--- config.mk ---
export PLATFORM = sky130hd
export DESIGN_NAME = srx_unit
export DESIGN_NICKNAME = d
export VERILOG_FILES = /design/src/rtl/srx_pkg.sv /design/src/rtl/srx_sync.sv /design/src/rtl/srx_clkgen.sv /design/src/rtl/srx_shifter.sv /design/src/rtl/srx_unit.sv
export SDC_FILE = /design/constraint.sdc
export NUM_CORES = 1
export LEC_CHECK = 0
export ABC_AREA = 0
export BUFFER_PORTS_ARGS = -buffer_cell sky130_fd_sc_hd__buf_2
export CORE_AREA = 2 2 48 68
export DETAILED_ROUTE_END_ITERATION = 10
export DIE_AREA = 0 0 50 70
export GPL_TIMING_DRIVEN = 0
export MAX_ROUTING_LAYER = met4
export PLACE_DENSITY_LB_ADDON = 0.12
export SLEW_MARGIN = 0
export SYNTH_ARGS = -nofsm -noshare
export SYNTH_HDL_FRONTEND = slang
export SYNTH_HIERARCHICAL = 1
export SYNTH_SLANG_ARGS = --single-unit
--- constraint.sdc ---
create_clock -name clk -period 2.45 [get_ports clk]
set_input_delay 0.1225 -clock clk [delete_from_list [all_inputs] [get_ports clk]]
set_output_delay 0.1225 -clock clk [all_outputs]
set_load 0.02 [all_outputs]
--- src/rtl/srx_pkg.sv ---
package srx_pkg;

  localparam int unsigned FRAME_W = 8;
  localparam int unsigned CNT_W   = $clog2(FRAME_W);

  typedef logic [FRAME_W-1:0] frame_t;
  typedef logic [CNT_W-1:0]   bitcnt_t;

  typedef enum logic [1:0] {
    OUT_NONE    = 2'd0,
    OUT_LOAD    = 2'd1,
    OUT_OVERRUN = 2'd2
  } outcome_e;

  // LSB-first shift: a new bit enters at the top and moves down.
  function automatic frame_t shift_in(input frame_t cur, input logic bit_in);
    return {bit_in, cur[FRAME_W-1:1]};
  endfunction

  function automatic logic is_last_bit(input bitcnt_t cnt);
    return cnt == bitcnt_t'(FRAME_W - 1);
  endfunction

  // Result of a frame boundary. busy means the full flag is still set
  // once any read in the same cycle has been taken into account.
  function automatic outcome_e judge_frame(input logic done, input logic busy);
    if (!done)     return OUT_NONE;
    else if (busy) return OUT_OVERRUN;
    else           return OUT_LOAD;
  endfunction

endpackage

--- src/rtl/srx_sync.sv ---
module srx_sync #(
  parameter int unsigned STAGES = 2,
  parameter int unsigned W      = 2
) (
  input  logic         clk,
  input  logic         rst_n,
  input  logic [W-1:0] d,
  output logic [W-1:0] q
);

  logic [W-1:0] stage_q [STAGES];

  genvar g;
  generate
    for (g = 0; g < STAGES; g++) begin : g_stage
      if (g == 0) begin : g_first
        always_ff @(posedge clk or negedge rst_n) begin
          if (!rst_n) stage_q[0] <= '0;
          else        stage_q[0] <= d;
        end
      end else begin : g_next
        always_ff @(posedge clk or negedge rst_n) begin
          if (!rst_n) stage_q[g] <= '0;
          else        stage_q[g] <= stage_q[g-1];
        end
      end
    end
  endgenerate

  assign q = stage_q[STAGES-1];

endmodule

--- src/rtl/srx_clkgen.sv ---
module srx_clkgen #(
  parameter int unsigned HALF_DIV = 4
) (
  input  logic clk,
  input  logic rst_n,
  input  logic run,
  output logic sclk,
  output logic rise
);

  localparam int unsigned DW = (HALF_DIV > 1) ? $clog2(HALF_DIV) : 1;
  localparam logic [DW-1:0] LAST = DW'(HALF_DIV - 1);

  logic [DW-1:0] div_q;
  logic          sclk_q;
  logic          wrap;

  assign wrap = run && (div_q == LAST);
  assign rise = wrap && !sclk_q;
  assign sclk = sclk_q;

  always_ff @(posedge clk or negedge rst_n) begin
    if (!rst_n) begin
      div_q  <= '0;
      sclk_q <= 1'b0;
    end else if (!run) begin
      div_q  <= '0;
      sclk_q <= 1'b0;
    end else if (wrap) begin
      div_q  <= '0;
      sclk_q <= !sclk_q;
    end else begin
      div_q  <= div_q + 1'b1;
    end
  end

  // the level holds for the whole half period.
  p_half_period_r4: assert property (@(posedge clk) disable iff (!rst_n)
    run && $past(run) && (div_q != '0) |-> $stable(sclk_q));

  // the clock is held low while stopped.
  p_idle_low_r4: assert property (@(posedge clk) disable iff (!rst_n)
    !run |=> !sclk_q);

endmodule

--- src/rtl/srx_shifter.sv ---
module srx_shifter
  import srx_pkg::*;
(
  input  logic   clk,
  input  logic   rst_n,
  input  logic   flush,
  input  logic   edge_ok,
  input  logic   bit_in,
  output frame_t word,
  output logic   done
);

  bitcnt_t cnt_q;
  frame_t  sh_q;

  assign word = shift_in(sh_q, bit_in);
  assign done = edge_ok && is_last_bit(cnt_q);

  always_ff @(posedge clk or negedge rst_n) begin
    if (!rst_n) begin
      cnt_q <= '0;
      sh_q  <= '0;
    end else if (flush) begin
      cnt_q <= '0;
    end else if (edge_ok) begin
      sh_q  <= word;
      cnt_q <= done ? '0 : cnt_q + 1'b1;
    end
  end

  // a finished frame restarts the count at bit 0.
  p_restart_after_frame_r3: assert property (@(posedge clk) disable iff (!rst_n)
    done |=> (cnt_q == '0));

  // a flush discards any partial frame.
  p_flush_clears_r2: assert property (@(posedge clk) disable iff (!rst_n)
    flush |=> (cnt_q == '0));

endmodule

--- src/rtl/srx_unit.sv ---
module srx_unit
  import srx_pkg::*;
#(
  parameter int unsigned HALF_DIV    = 4,
  parameter int unsigned SYNC_STAGES = 2
) (
  input  logic         clk,
  input  logic         rst_n,
  input  logic         master_mode,
  input  logic         rx_en,
  input  logic         int_en,
  input  logic         rd_strobe,
  input  logic         clr_ovr,
  input  logic         sclk_in,
  input  logic         sdata_in,
  output logic         sclk_out,
  output logic [7:0]   rx_data,
  output logic         rx_full,
  output logic         ovr_flag,
  output logic         rx_irq,
  output logic         err_irq
);

  // Named internal events
  logic     rx_live;
  logic     gen_run;
  logic     m_rise;
  logic     s_clk, s_dat, s_prev, s_rise;
  logic     edge_src, edge_ok, bit_sel;
  logic     frame_done;
  frame_t   frame_word;
  outcome_e outcome;
  frame_t   data_q;
  logic     full_q, ovr_q;

  assign rx_live = rx_en && !ovr_q;
  assign gen_run = master_mode && rx_live;

  srx_clkgen #(.HALF_DIV(HALF_DIV)) u_clkgen (
    .clk   (clk),
    .rst_n (rst_n),
    .run   (gen_run),
    .sclk  (sclk_out),
    .rise  (m_rise)
  );

  logic [1:0] sync_d, sync_q;
  assign sync_d = {sdata_in, sclk_in};

  srx_sync #(.STAGES(SYNC_STAGES), .W(2)) u_sync (
    .clk   (clk),
    .rst_n (rst_n),
    .d     (sync_d),
    .q     (sync_q)
  );

  assign s_clk = sync_q[0];
  assign s_dat = sync_q[1];

  always_ff @(posedge clk or negedge rst_n) begin
    if (!rst_n) s_prev <= 1'b0;
    else        s_prev <= s_clk;
  end

  assign s_rise   = s_clk && !s_prev;
  assign edge_src = master_mode ? m_rise : s_rise;
  assign bit_sel  = master_mode ? sdata_in : s_dat;
  assign edge_ok  = edge_src && rx_live;

  srx_shifter u_shifter (
    .clk     (clk),
    .rst_n   (rst_n),
    .flush   (!rx_live),
    .edge_ok (edge_ok),
    .bit_in  (bit_sel),
    .word    (frame_word),
    .done    (frame_done)
  );

  assign outcome = judge_frame(frame_done, full_q && !rd_strobe);

  always_ff @(posedge clk or negedge rst_n) begin
    if (!rst_n) begin
      data_q <= '0;
      full_q <= 1'b0;
      ovr_q  <= 1'b0;
    end else begin
      if (outcome == OUT_LOAD) begin
        data_q <= frame_word;
        full_q <= 1'b1;
      end else if (rd_strobe) begin
        full_q <= 1'b0;
      end
      if (outcome == OUT_OVERRUN) ovr_q <= 1'b1;
      else if (clr_ovr)           ovr_q <= 1'b0;
    end
  end

  assign rx_data  = data_q;
  assign rx_full  = full_q;
  assign ovr_flag = ovr_q;
  assign rx_irq   = full_q && int_en;
  assign err_irq  = ovr_q;

  // the full flag only rises at the end of a frame.
  p_full_from_frame_r5: assert property (@(posedge clk) disable iff (!rst_n)
    $rose(rx_full) |-> $past(frame_done));

  // a read with no frame ending clears the flag.
  p_read_clears_r7: assert property (@(posedge clk) disable iff (!rst_n)
    rd_strobe && !frame_done |=> !rx_full);

  // overrun needs a pending frame at a frame boundary.
  p_overrun_cause_r8: assert property (@(posedge clk) disable iff (!rst_n)
    $rose(ovr_flag) |-> $past(rx_full) && $past(frame_done));

  // the stored frame is kept once overrun is flagged.
  p_data_kept_r8: assert property (@(posedge clk) disable iff (!rst_n)
    ovr_flag |-> $stable(rx_data));

  // no frame completes during the overrun lock.
  p_locked_r9: assert property (@(posedge clk) disable iff (!rst_n)
    ovr_flag |-> !frame_done);

  // disabled reception completes nothing.
  p_disabled_r2: assert property (@(posedge clk) disable iff (!rst_n)
    !rx_en |-> !frame_done);

  // generated clock low in slave mode, when disabled, or during overrun.
  p_sclk_stops_r4: assert property (@(posedge clk) disable iff (!rst_n)
    !(master_mode && rx_en && !ovr_flag) |=> !sclk_out);

endmodule

; ---- Word level (Yosys, flattened, before mapping)
; Index checks and enable logic that the tools add are counted.
[word_totals]
input_bits = 9
latch_bits = 0
ramBits = 0
reg_bits = 29
word_cells = 49
mem_bits_ro = 0
mem_count = 0
[op_classes]
reduce_logical = 16
eq_ne = 6
n_mul = 0
n_addsub = 2
n_shift = 0
order_cmp = 0
muxes = 15
n_div = 0
bitwise_logic = 0
[op_table]
columns = cell, count
row1 = 1-bit logical AND, 9
row2 = 3-bit two-way mux, 3
row3 = 1-bit two-way mux, 8
row4 = 2-bit two-way mux, 4
row5 = "2-bit equality test, second input constant", 2
row6 = 1-bit zero test, 4
row7 = 2-bit nonzero test, 2
row8 = "3-bit by 1-bit adder with 3-bit output, second input constant", 1
row9 = "3-bit equality test, second input constant", 1
row10 = "2-bit by 1-bit adder with 2-bit output, second input constant", 1
row11 = "2-bit by 1-bit equality test with 1-bit output, second input constant", 1
row12 = "2-bit by 1-bit != test with 1-bit output, second input constant", 1
row13 = "2-bit != test, second input constant", 1
row14 = 2-bit AND reduction, 1

; ---- Longest topological paths before layout
[depth]
depth_word = 11
depth_mapped = 9

; ---- Cells and area by module
; The synthesis kept the hierarchy.
[by_module_without_submodules]
columns = mod, area_per_inst_um2, seq_area_each_um2, n_inst, cells_per_inst
row1 = srx_unit, 489.2, 275.3, 1, 33
row2 = srx_shifter, 461.7, 250.2, 1, 31
row3 = srx_clkgen, 127.6, 75.1, 1, 10
row4 = srx_sync, 115.1, 100.1, 1, 6

; ---- Least setup slack after synthesis
; No wires, ideal clock.
[synth_path]
path_type = register to register
startpoint = register ovr_q (netlist: err_irq)
endpoint = register data_q[0] (netlist: rx_data[0])
path_stages_with_launch = 10
path_slack_ns = 0.569
arrival_time_ns = 1.756
setup_time_ns = 0.125
synth_period_minus_slack_ns = 1.881
cell_sequence = dfrtp_1 inv_1 and3_1 nand2_1 nor2_1 a21oi_1 nor2_1 and2_1 nand2_4 mux2_4
[synth_via]
elab_chain_cells = 10
[synth_lines]
columns = item, line
row1 = from (decl), srx_unit.sv:34  ; logic full_q, ovr_q;
row2 = from (signal assigned), srx_unit.sv:86  ; ovr_q <= 1'b0;
row3 = from (signal assigned), srx_unit.sv:94  ; if (outcome == OUT_OVERRUN) ovr_q <= 1'b1;
row4 = from (signal assigned), srx_unit.sv:95  ; else if (clr_ovr) ovr_q <= 1'b0;
row5 = 1-bit zero test, srx_unit.sv:36  ; assign rx_live = rx_en && !ovr_q;
row6 = 1-bit logical AND, srx_unit.sv:36
row7 = 1-bit logical AND, srx_unit.sv:37  ; assign gen_run = master_mode && rx_live;
row8 = named net gen_run, srx_unit.sv:26  ; logic gen_run;
row9 = 1-bit logical AND, srx_clkgen.sv:18  ; assign wrap = run && (div_q == LAST);
row10 = 1-bit logical AND, srx_clkgen.sv:19  ; assign rise = wrap && !sclk_q;
row11 = named net m_rise, srx_unit.sv:27  ; logic m_rise;
row12 = 1-bit two-way mux, srx_unit.sv:66  ; assign edge_src = master_mode ? m_rise : s_rise;
row13 = 1-bit logical AND, srx_unit.sv:68  ; assign edge_ok = edge_src && rx_live;
row14 = named net edge_ok, srx_unit.sv:29  ; logic edge_src, edge_ok, bit_sel;
row15 = 1-bit logical AND, srx_shifter.sv:17  ; assign done = edge_ok && is_last_bit(cnt_q);
row16 = named net frame_done, srx_unit.sv:30  ; logic frame_done;
row17 = 2-bit two-way mux, srx_pkg.sv:27  ; if (!done) return OUT_NONE;
row18 = 2-bit by 1-bit equality test with 1-bit output, srx_unit.sv:88  ; if (outcome == OUT_LOAD) begin
row19 = to (signal assigned), srx_unit.sv:89  ; data_q <= frame_word;
row20 = to (decl), srx_unit.sv:33  ; frame_t data_q;
; The timed path passes the listed nets, and every way through them passes these cells.
; A chain may end at the register's enable or synchronous reset.

; ---- Worst setup path in the final report
[layout_path]
startpoint = register ovr_q (netlist: err_irq)
endpoint = register data_q[3] (netlist: rx_data[3])
; Same word-level chain as after synthesis.

==> metrics.cfg <==
[outcome]
status = finished clean

[finish]
drive_gt1_frac = 0.4486
utilization = 0.4773
syn_to_final_growth_pct = 18.87
multi_input_area_um2 = 440.4
layout.nets = 121
antenna_cells = 0
mostFrequentLayoutCells = 28 x dfrtp_1, 21 x buf_2, 15 x mux2_4, 5 x nor2_1, 4 x buf_4
register_area_um2 = 700.7
fillCellCount = 269
mostFrequentLayoutCell = dfrtp_1

[sta]
setup_ws_ns = 0.4308
tns_ns = 0
setup_viol = 0
finClkSkew_ns = 0.005160
fmax_ghz = 0.4952
fin_crit_sh = 0.8242
rsz0062_at_grt = no
drv_slew = 0
worstMarginPinSlew_ns = 0.6172
slew_headroom = 0.5885
hold_slack_ns = 0.03853
hold_viol = 0
period_needed_ns = 2.019

[floorplan]
die_area_um2 = 3500
coreArea_um2 = 2973
num_rows = 24
fp.dieH_um = 70
start_util = 0.4015
io_pins = 22
die_w_um = 50

[routing]
drt_wl_total_um = 1802
drt_iter0_drc = 16
viasPerCell = 4.685
ant_nets = 0
num_vias = 684
dr.pass1.iters = 4
wl_per_cell_um = 12.34
drcViolationCount = 0

[setup_path]
critical_path.most_common_cell = nor2_1
critPathRequiredTime_ns = 2.60
end_kind = flop
crit_arrival_ns = 2.17
crit_family = simple AND/OR/NAND/NOR gates
regToRegStartpoint = err_irq
critPathSlowestCell = dfrtp_1
cp-start-kind = flop
r2r_cells = 9
path_buf_inv = 1
cpPeakStageDelay_ns = 0.40
path_class = reg -> reg
reg2reg_to = rx_data[3]
path_max_fanout = 8
reg2reg_slack_ns = 0.43
cp_cell_sequence = inv_1 -> and3_1 -> nand2_1 -> nor2_1 -> a21oi_1 -> nor2_1 -> and2_1 -> nand2_4 -> mux2_4

[synth]
netlist_area_um2 = 1194
syn_avg_cell_area_um2 = 14.92
synth-edff-count = 0
async_flop_share = 1.000
synth_cell_types = 23
synthesis.nets = 92
synth_warnings = 6
synth.ff_latch_count = 28
ys_seq_area_frac = 0.5870
synthCells = 80
ys.flop_type = dfrtp_1

[placement]
gp_congestion = 0.6678
dp_slack_ns = 0.4167
port_buffers = 21
dpl.hpwl_um = 1285

[cts]
clk_latency_ns = 0.26
cts_resized = 0
htree_levels = 1
cts_buffer_depth = 2
cts.clk_slew.worst_paths_ns = 0.09
cts_tree = done
cts-root-buf = clkbuf_8
cts_buffers = 3
clock-sinks = 28

[grt]
antenna_found_initial = 0
grt_pass1_vias = 698
gr-total-overflow = 0
track_usage = 0.1173
grt_max_degree = 29
grt_pass1_wl_um = 3077

[worst_hold_path]
worst_hold_path_type = in -> reg
hold_depth = 2
worstHoldEndpoint = err_irq
min_from = clr_ovr

[power]
p_leak_uw = 0.0008029
power.density_nw_per_um2 = 559.5
peakVddDrop_mv = 0.3097

[run]
max-cap-violations = 0

-- sequential cells by signal (all words and copies together) (netlist names), 2 cells and up --
register,cells
u_clkgen/div_q,2
u_sync/q,2
rx_data,8
u_sync/stage_q,2
u_shifter/sh_q,7
u_shifter/cnt_q,3
-- synth_stat cells (2+ instances only) --
master,number,area (µm²)
dfrtp_1,28,700.7
mux2_4,15,225.2
nor2_1,5,18.77
buf_4,4,30.03
and2_1,3,18.77
ha_1,3,37.54
inv_1,3,11.26
nand2_1,3,11.26
nor3b_1,2,15.01
-- worst max-delay path by stage --
stage,startpoint,endpoint,slack [ns],cells past startpoint
after floorplan,err_irq,rx_data[0],0.57,9
after global placement,err_irq,rx_data[6],0.44,9
after detailed placement,err_irq,rx_data[2],0.42,9
after CTS,err_irq,rx_data[2],0.39,9
after global routing,err_irq,rx_data[2],0.22,9
final,err_irq,rx_data[3],0.43,9
-- stage by stage --
step                      total power (µW)  instance area (µm²)  cells
after detailed placement             562.3                 1348    140
after floorplan                      537.4                 1194     80
final                                793.8                 1419    146
after CTS                            808.0                 1419    146
after global placement               560.2                 1348    140
after global routing                 828.8                 1419    146
-- cells by family after synthesis --
group,after synthesis,synth area share
adders and majority gates,3,0.03145
AOI/OAI and AO/OA,4,0.02516
and+or+nand+nor,19,0.09854
buffers and inverters,8,0.04402
xor gates and xnor gates,1,0.007339
muxes,17,0.2065
DFF,28,0.5870
-- power by group --
part | switching (µW) | total [µW] | internal, µW
combinational | 22.8 | 59.7 | 36.9
sequential | 13.5 | 495 | 481
clock | 129 | 239 | 110
total | 165 | 794 | 628
-- layout make-up --
cell class,instances,area share
well taps,39,0.03439
plain buffers,5,0.02910
clock buffers,3,0.02910
multi-input cells,44,0.3104
inverters,3,0.007937
repair buffers,24,0.09524
flip-flops and latches,28,0.4938
-- timing repair --
item | in CTS | in global routing
hold buffers | 3 | 0
setup buffers | 0 | 0
endpoints found under the hold margin | 30 | 0
-- layer usage --
metal / GRT usage / wire [µm]
met1: 0.1501 / 823
met2: 0.1798 / 881
met3: 0.01923 / 76
met4: 0.05556 / 21
met5: - / 0
No activity file was read; power rests on OpenSTA's default activity.
